$ cat config.mk
export PLATFORM = sky130hd
export DESIGN_NAME = io_freeze_seq
export DESIGN_NICKNAME = d
export VERILOG_FILES = /design/src/rtl/iofrz_pkg.sv /design/src/rtl/iofrz_gap_timer.sv /design/src/rtl/iofrz_bank_seq.sv /design/src/rtl/io_freeze_seq.sv
export SDC_FILE = /design/constraint.sdc
export NUM_CORES = 1
export LEC_CHECK = 0
export ABC_AREA = 1
export BUFFER_PORTS_ARGS = -buffer_cell sky130_fd_sc_hd__buf_4
export CORE_MARGIN = 1.5
export CORE_UTILIZATION = 40
export DETAILED_ROUTE_END_ITERATION = 8
export GPL_TIMING_DRIVEN = 0
export PLACE_DENSITY_LB_ADDON = 0.08
export SLEW_MARGIN = 25
export SYNTH_ARGS = -nofsm -noshare
export SYNTH_HDL_FRONTEND = slang
export SYNTH_HIERARCHICAL = 1
export SYNTH_SLANG_ARGS = --single-unit
$ cat constraint.sdc
create_clock -name clk -period 2.8 [get_ports clk]
set_input_delay 0.42 -clock clk [delete_from_list [all_inputs] [get_ports clk]]
set_output_delay 0.42 -clock clk [all_outputs]
set_load 0.03 [all_outputs]
$ cat src/rtl/iofrz_pkg.sv
package iofrz_pkg;

   typedef enum logic [1:0] {
      PH_IDLE     = 2'd0,
      PH_FRZ_WAIT = 2'd1,
      PH_THW_WAIT = 2'd2,
      PH_THW_LAST = 2'd3
   } iofrz_phase_e;

   typedef struct packed {
      logic slew_n;
      logic wkpu_n;
      logic trist_n;
      logic bhold_n;
      logic cfgdone;
   } pad_ctrl_t;

   localparam pad_ctrl_t PAD_FROZEN = '{slew_n: 1'b0, wkpu_n: 1'b0, trist_n: 1'b0,
                                        bhold_n: 1'b0, cfgdone: 1'b0};

   // Cycles covering a minimum gap in ns, rounded up, never below one.
   function automatic int gap_cycles(input int gap_ns, input int clk_ps);
      int c;
      c = (gap_ns * 1000 + clk_ps - 1) / clk_ps;
      return (c < 1) ? 1 : c;
   endfunction

endpackage

$ cat src/rtl/iofrz_gap_timer.sv
module iofrz_gap_timer #(
   parameter int GAP_CYC = 5
) (
   input  logic clk,
   input  logic rst_n,
   input  logic start,
   output logic expired
);
   localparam int CNT_W = (GAP_CYC > 1) ? $clog2(GAP_CYC) : 1;

   initial begin
      if (GAP_CYC < 1) $error("iofrz_gap_timer: GAP_CYC must be at least 1");
   end

   logic running;

   generate
      if (GAP_CYC == 1) begin : g_single
         always_ff @(posedge clk or negedge rst_n) begin
            if (!rst_n) running <= 1'b0;
            else        running <= start;
         end
         assign expired = running;
      end else begin : g_count
         logic [CNT_W-1:0] cnt;
         always_ff @(posedge clk or negedge rst_n) begin
            if (!rst_n) begin
               running <= 1'b0;
               cnt     <= '0;
            end else if (start) begin
               running <= 1'b1;
               cnt     <= CNT_W'(GAP_CYC - 1);
            end else if (running) begin
               if (cnt == '0) running <= 1'b0;
               else           cnt     <= cnt - 1'b1;
            end
         end
         assign expired = running && (cnt == '0);
      end
   endgenerate

   AST_TMR_NO_RESTART: assert property (@(posedge clk) disable iff (!rst_n)
      start |-> (!running || expired));

endmodule

$ cat src/rtl/iofrz_bank_seq.sv
module iofrz_bank_seq
   import iofrz_pkg::*;
#(
   parameter int GAP_CYC = 5
) (
   input  logic clk,
   input  logic rst_n,
   input  logic req_valid,
   input  logic req_freeze,
   output logic slew_n,
   output logic wkpu_n,
   output logic trist_n,
   output logic bhold_n,
   output logic cfgdone,
   output logic frozen,
   output logic busy,
   output logic done
);
   iofrz_phase_e phase_q, phase_d;
   pad_ctrl_t    pad_q, pad_d;
   logic         frz_q, frz_d;
   logic         busy_q, busy_d;
   logic         done_q, done_d;
   logic         tmr_start, tmr_exp;

   iofrz_gap_timer #(.GAP_CYC(GAP_CYC)) u_gap (
      .clk     (clk),
      .rst_n   (rst_n),
      .start   (tmr_start),
      .expired (tmr_exp)
   );

   always_comb begin
      phase_d   = phase_q;
      pad_d     = pad_q;
      frz_d     = frz_q;
      busy_d    = busy_q;
      done_d    = 1'b0;
      tmr_start = 1'b0;
      unique case (phase_q)
         PH_IDLE: begin
            if (req_valid) begin
               if (req_freeze == frz_q) begin
                  done_d = 1'b1;
               end else if (req_freeze) begin
                  pad_d.slew_n  = 1'b0;
                  pad_d.wkpu_n  = 1'b0;
                  pad_d.trist_n = 1'b0;
                  busy_d        = 1'b1;
                  tmr_start     = 1'b1;
                  phase_d       = PH_FRZ_WAIT;
               end else begin
                  pad_d.bhold_n = 1'b1;
                  pad_d.cfgdone = 1'b1;
                  busy_d        = 1'b1;
                  tmr_start     = 1'b1;
                  phase_d       = PH_THW_WAIT;
               end
            end
         end
         PH_FRZ_WAIT: begin
            if (tmr_exp) begin
               pad_d.bhold_n = 1'b0;
               pad_d.cfgdone = 1'b0;
               frz_d         = 1'b1;
               busy_d        = 1'b0;
               done_d        = 1'b1;
               phase_d       = PH_IDLE;
            end
         end
         PH_THW_WAIT: begin
            if (tmr_exp) begin
               pad_d.wkpu_n  = 1'b1;
               pad_d.trist_n = 1'b1;
               tmr_start     = 1'b1;
               phase_d       = PH_THW_LAST;
            end
         end
         PH_THW_LAST: begin
            if (tmr_exp) begin
               pad_d.slew_n = 1'b1;
               frz_d        = 1'b0;
               busy_d       = 1'b0;
               done_d       = 1'b1;
               phase_d      = PH_IDLE;
            end
         end
         default: phase_d = PH_IDLE;
      endcase
   end

   always_ff @(posedge clk or negedge rst_n) begin
      if (!rst_n) begin
         phase_q <= PH_IDLE;
         pad_q   <= PAD_FROZEN;
         frz_q   <= 1'b1;
         busy_q  <= 1'b0;
         done_q  <= 1'b0;
      end else begin
         phase_q <= phase_d;
         pad_q   <= pad_d;
         frz_q   <= frz_d;
         busy_q  <= busy_d;
         done_q  <= done_d;
      end
   end

   assign slew_n  = pad_q.slew_n;
   assign wkpu_n  = pad_q.wkpu_n;
   assign trist_n = pad_q.trist_n;
   assign bhold_n = pad_q.bhold_n;
   assign cfgdone = pad_q.cfgdone;
   assign frozen  = frz_q;
   assign busy    = busy_q;
   assign done    = done_q;

   // Quiet-time counter: cycles since the pad controls last changed.
   localparam int QW = $clog2(GAP_CYC + 1) + 1;
   logic [QW-1:0] quiet;
   pad_ctrl_t     pad_prev;
   always_ff @(posedge clk or negedge rst_n) begin
      if (!rst_n) begin
         quiet    <= '1;
         pad_prev <= PAD_FROZEN;
      end else begin
         pad_prev <= pad_q;
         if (pad_q != pad_prev)  quiet <= '0;
         else if (quiet != '1)   quiet <= quiet + 1'b1;
      end
   end

   AST_FRZ_HOLD_AFTER_DRV: assert property (@(posedge clk) disable iff (!rst_n)
      $fell(bhold_n) |-> (!slew_n && !wkpu_n && !trist_n && !cfgdone && frozen));
   AST_THW_HOLD_FIRST: assert property (@(posedge clk) disable iff (!rst_n)
      $rose(wkpu_n) |-> (trist_n && bhold_n && cfgdone && !slew_n));
   AST_THW_SLEW_LAST: assert property (@(posedge clk) disable iff (!rst_n)
      $rose(slew_n) |-> (wkpu_n && trist_n && bhold_n && cfgdone && !frozen));
   AST_GAP_MIN: assert property (@(posedge clk) disable iff (!rst_n)
      ($fell(bhold_n) || $rose(wkpu_n) || $rose(slew_n)) |-> (int'(quiet) >= GAP_CYC - 1));
   AST_DONE_NOT_BUSY: assert property (@(posedge clk) disable iff (!rst_n)
      done |-> !busy);
   AST_BUSY_ENDS_DONE: assert property (@(posedge clk) disable iff (!rst_n)
      $fell(busy) |-> done);
   AST_IDLE_PADS_STABLE: assert property (@(posedge clk) disable iff (!rst_n)
      (!busy && !$past(busy)) |-> ($stable(pad_q) && $stable(frozen)));

endmodule

$ cat src/rtl/io_freeze_seq.sv
module io_freeze_seq #(
   parameter int NUM_BANKS     = 3,
   parameter int CLK_PERIOD_PS = 4000,
   parameter int MIN_GAP_NS    = 20
) (
   input  logic                 clk,
   input  logic                 rst_n,
   input  logic [NUM_BANKS-1:0] req_valid,
   input  logic [NUM_BANKS-1:0] req_freeze,
   output logic [NUM_BANKS-1:0] slew_n,
   output logic [NUM_BANKS-1:0] wkpu_n,
   output logic [NUM_BANKS-1:0] trist_n,
   output logic [NUM_BANKS-1:0] bhold_n,
   output logic [NUM_BANKS-1:0] cfgdone,
   output logic [NUM_BANKS-1:0] frozen,
   output logic [NUM_BANKS-1:0] busy,
   output logic [NUM_BANKS-1:0] done
);
   localparam int GAP_CYC = iofrz_pkg::gap_cycles(MIN_GAP_NS, CLK_PERIOD_PS);

   initial begin
      if (NUM_BANKS < 1)     $error("io_freeze_seq: NUM_BANKS must be at least 1");
      if (CLK_PERIOD_PS < 1) $error("io_freeze_seq: CLK_PERIOD_PS must be positive");
      if (MIN_GAP_NS < 0)    $error("io_freeze_seq: MIN_GAP_NS must not be negative");
   end

   generate
      for (genvar b = 0; b < NUM_BANKS; b++) begin : g_bank
         iofrz_bank_seq #(.GAP_CYC(GAP_CYC)) u_seq (
            .clk        (clk),
            .rst_n      (rst_n),
            .req_valid  (req_valid[b]),
            .req_freeze (req_freeze[b]),
            .slew_n     (slew_n[b]),
            .wkpu_n     (wkpu_n[b]),
            .trist_n    (trist_n[b]),
            .bhold_n    (bhold_n[b]),
            .cfgdone    (cfgdone[b]),
            .frozen     (frozen[b]),
            .busy       (busy[b]),
            .done       (done[b])
         );
      end
   endgenerate

endmodule

==> Implementation_results.wiki <==
{| class="wikitable"
! Metric !! Value
|-
| Global routing met3 resource utilization || under 10%
|-
| Required time at the worst-slack endpoint || approximately 3.0 ns
|-
| Slew HR || roughly 69%
|-
| Number of synthesis warnings || 6
|-
| GR peak layer || met2
|-
| Multi-input logic area || about 820 sq um
|-
| Setup violations, final || 0
|-
| Type of element capturing the critical path || flop
|-
| Layout filler cell count || 446
|-
| Ratio of total power to cell area || approximately 1200 mW/mm^2
|-
| RSZ-0062 raised after global routing || no
|-
| I/O pin total || 32
|-
| Wire length of the first global-routing pass || ~6.6 mm
|-
| Synthesis-to-finish area growth || 19.4%
|-
| Max Transition Viols Final || 0
|-
| Number of diodes added for antenna fixing || 0
|-
| Overall die area || 0.00521 sq mm
|-
| Initial core utilization || 42.8%
|-
| Remaining antenna violation count after routing || 0
|-
| Final Core Density || 51.0%
|-
| Cells resized by post-CTS repair || 0
|-
| Signal arrival time at the worst endpoint || between 1.5 and 2 ns
|-
| Number of DRC violations after detailed routing || 0
|-
| CP max stage cell || sky130_fd_sc_hd__dfrtp_1
|-
| Clock period minus final worst setup slack || 1.72 ns
|-
| Worst Setup Path Type || flop to flop
|-
| Share of post-route cells with drive strength above 1 || roughly a fifth
|-
| Insertion delay to the later sink of the worst-skew pair || around 0.28 ns
|-
| R2R Path Start || g_bank[1].u_seq/u_gap/g_count.cnt[0]$_DFFE_PN0P_
|-
| Routed wire length per instance || between 10 and 15 microns
|-
| Remaining global-route overflow || 0
|-
| Post-Syn Nets || between 200 and 300
|-
| IR Drop Worst-Case VDD || 0.477 mV
|-
| Summed instance area of the synthesized netlist || about 0.0019 sq mm
|-
| Cells on worst reg2reg path || 9
|-
| Weighted congestion at the end of routability-driven global placement || ~0.84
|-
| Critical path peak fanout || 6
|-
| Most area-consuming cells after synthesis || sky130_fd_sc_hd__dfrtp_1 43%, sky130_fd_sc_hd__nand2_1 13%, sky130_fd_sc_hd__inv_1 7.5%
|-
| Crit share post-route || around three fifths
|-
| Average cell area after synthesis || approximately 7.8 sq um
|-
| Sequential cell area || a little over 900 sq um
|-
| HPWL after detailed placement || around 2.6 mm
|-
| CTS root buffer || sky130_fd_sc_hd__clkbuf_8
|-
| Run status || completed
|-
| Final TNS setup || 0 ns
|-
| Pin count of the biggest net entering global routing || 37
|-
| Detailed Routing Iterations Pass 1 || 4
|-
| Total routing resource utilization after global routing || 16.1%
|-
| Number of buffers inserted to repair setup after CTS || 0
|-
| Launch point of the critical path || g_bank[1].u_seq/u_gap/g_count.cnt[0]$_DFFE_PN0P_
|-
| Met2 track utilization from global routing || a little under a quarter
|-
| Die outline height || 72.2 microns
|-
| CTS hold repair buffers || 0
|-
| Area share of the largest cell type after synthesis || 43.2%
|-
| Critical path's largest stage delay || around 0.37 ns
|-
| Routed via count || between 1,500 and 2,000
|-
| Hold Crit Class || input port to async pin
|-
| Max-cap violations || 0
|-
| Cells traversed along the worst timing path || inv_1 -> ha_1 -> nand2_2 -> nor2_1 -> nor2_1 -> a21oi_2 -> nand3_1 -> nand2_1 -> nand2_1
|-
| Met1 layer usage reported by global route || a little under a quarter
|-
| Total count of hold-check failures in the final report || 0
|-
| Sequential fraction of the synthesis area || 47.3%
|-
| Clk buf depth || 2
|-
| Peak clock frequency supported by timing || approximately 0.58 GHz
|-
| CTS clk-pin slew, worst paths || 0.07 ns
|-
| Mean number of vias per cell || between 4 and 5
|-
| Number of levels in the clock H-tree || 2
|-
| Static leakage || between 1 and 1.5 nW
|-
| Post-Syn Instances || roughly 240
|-
| Worst Clk Skew || 0.00529 ns
|-
| Core footprint || approximately 0.0045 sq mm
|-
| Port Buf Inserts || 31
|-
| Via count of the first global-routing pass || about 1,500
|-
| Dominant cell type by area after synthesis || sky130_fd_sc_hd__dfrtp_1
|-
| # clock sinks || 36
|-
| Wirelength, routed || 3.70 mm
|-
| Iter 0 DRT Violations || between 90 and 100
|-
| Row count || 24
|-
| Die Span X || 72.2 microns
|-
| TritonCTS buffer count || 5
|-
| Number of antenna violations at the first check in global routing || 0
|-
| FF+latch count, synth || 36
|-
| Unique masters post-synth || 17
|-
| Kind of start point of the critical path || flop
|-
| Measured slew at the worst slew-check pin || approximately 0.47 ns
|-
| Final layout net count || between 200 and 300
|-
| Clock tree from TritonCTS || yes
|}
Yosys cell counts, drive strengths merged:
library cell   n
nand3         29
dfstp          3
dfrtp         33
ha             6
nand2         71
a21oi         13
nor2          19
a21boi         2
inv           38
buf            6
o21ai         13
nand4         11
final timing paths:
check,end,slack [ns]
min in group clk,g_bank[0].u_seq/cfgdone$_DFFE_PN0P_,0.43
min reg2reg,g_bank[1].u_seq/busy$_DFFE_PN0P_,0.48
max reg2reg,g_bank[1].u_seq/phase_q[1]$_DFFE_PN0P_,1.08
max,g_bank[1].u_seq/phase_q[1]$_DFFE_PN0P_,1.08
min,g_bank[1].u_seq/cfgdone$_DFFE_PN0P_,0.08
max in group asynchronous,g_bank[0].u_seq/frozen$_DFFE_PN1P_,2.36
cells by family after synthesis:
group | after synthesis | share of synthesized area [%]
AO/OA/AOI/OAI | 28 | 8.18
adder cells (fa/ha/maj) | 6 | 3.92
buffers and inverters | 44 | 9.81
flip-flops | 36 | 47.3
AND/OR/NAND/NOR | 130 | 30.8
metal layers:
layer,routed length (microns),share of wire [%]
met1,1910,52
met2,1550,42
met3,178,4.8
met4,59,1.6
met5,0,0
area by class of cell:
class | instances | share of cell area (%)
flip-flops and latches | 36 | 39.6
clock buffers | 6 | 3.18
plain buffers | 6 | 1.97
multi-input cells | 164 | 35.9
inverters | 38 | 6.25
well taps | 52 | 2.85
repair buffers | 31 | 10.2
registers in the layout, summed over array words and instances, names as in the netlist:
signal	flops
g_bank.u_seq/trist_n	3
g_bank.u_seq/cfgdone	3
g_bank.u_seq/u_gap/running	3
g_bank.u_seq/slew_n	3
g_bank.u_seq/busy	3
g_bank.u_seq/done	3
g_bank.u_seq/phase_q	6
g_bank.u_seq/u_gap/g_count.cnt	9
g_bank.u_seq/frozen	3
stage by stage:
step           total power, W  hold slack (ns)  worst slack, ns  std cells  area, sq um
5_1_grt               0.00293            0.120            0.891        333         2280
6_report              0.00268           0.0788             1.08        333         2280
4_1_cts               0.00270            0.102             1.10        333         2280
2_1_floorplan         0.00196            0.124             1.34        244         1910
3_3_place_gp          0.00233            0.411             1.15        327         2210
3_5_place_dp          0.00235            0.415             1.11        327         2210
cell usage in the layout (no fill, tap or decap):
| cell | count |
|---|---|
| sky130_fd_sc_hd__nand2_2 | 6 |
| sky130_fd_sc_hd__buf_4 | 37 |
| sky130_fd_sc_hd__a21oi_1 | 10 |
| sky130_fd_sc_hd__o21ai_0 | 9 |
| sky130_fd_sc_hd__o21ai_1 | 4 |
| sky130_fd_sc_hd__inv_1 | 38 |
| sky130_fd_sc_hd__nand3_1 | 26 |
| sky130_fd_sc_hd__dfrtp_1 | 33 |
| sky130_fd_sc_hd__a21oi_2 | 3 |
| sky130_fd_sc_hd__clkbuf_1 | 1 |
| sky130_fd_sc_hd__clkbuf_8 | 5 |
| sky130_fd_sc_hd__nor2_2 | 3 |
| sky130_fd_sc_hd__dfstp_2 | 3 |
| sky130_fd_sc_hd__nor2_1 | 16 |
| sky130_fd_sc_hd__nand3_2 | 3 |
| sky130_fd_sc_hd__ha_1 | 6 |
| sky130_fd_sc_hd__nand4_1 | 11 |
| sky130_fd_sc_hd__a21boi_1 | 2 |
| sky130_fd_sc_hd__nand2_1 | 65 |
report_power, final:
group / leakage [nW] / internal, W / switching, W / total, W
Combinational: 0.735 / 0.000511 / 0.000864 / 0.00138
Clock: 0.0371 / 0.000166 / 0.000171 / 0.000337
Sequential: 0.439 / 0.000763 / 0.000203 / 0.000965
critical path: cells and delay by family, from the launching register on:
| family | cells | cell delay, ns |
|---|---|---|
| AOI/OAI and AO/OA | 1 | 0.21 |
| and+or+nand+nor | 6 | 0.74 |
| DFF | 1 | 0.37 |
| buffers and inverters | 1 | 0.10 |
| adders and majority gates | 1 | 0.19 |
Power figures use the tool's default switching activity.
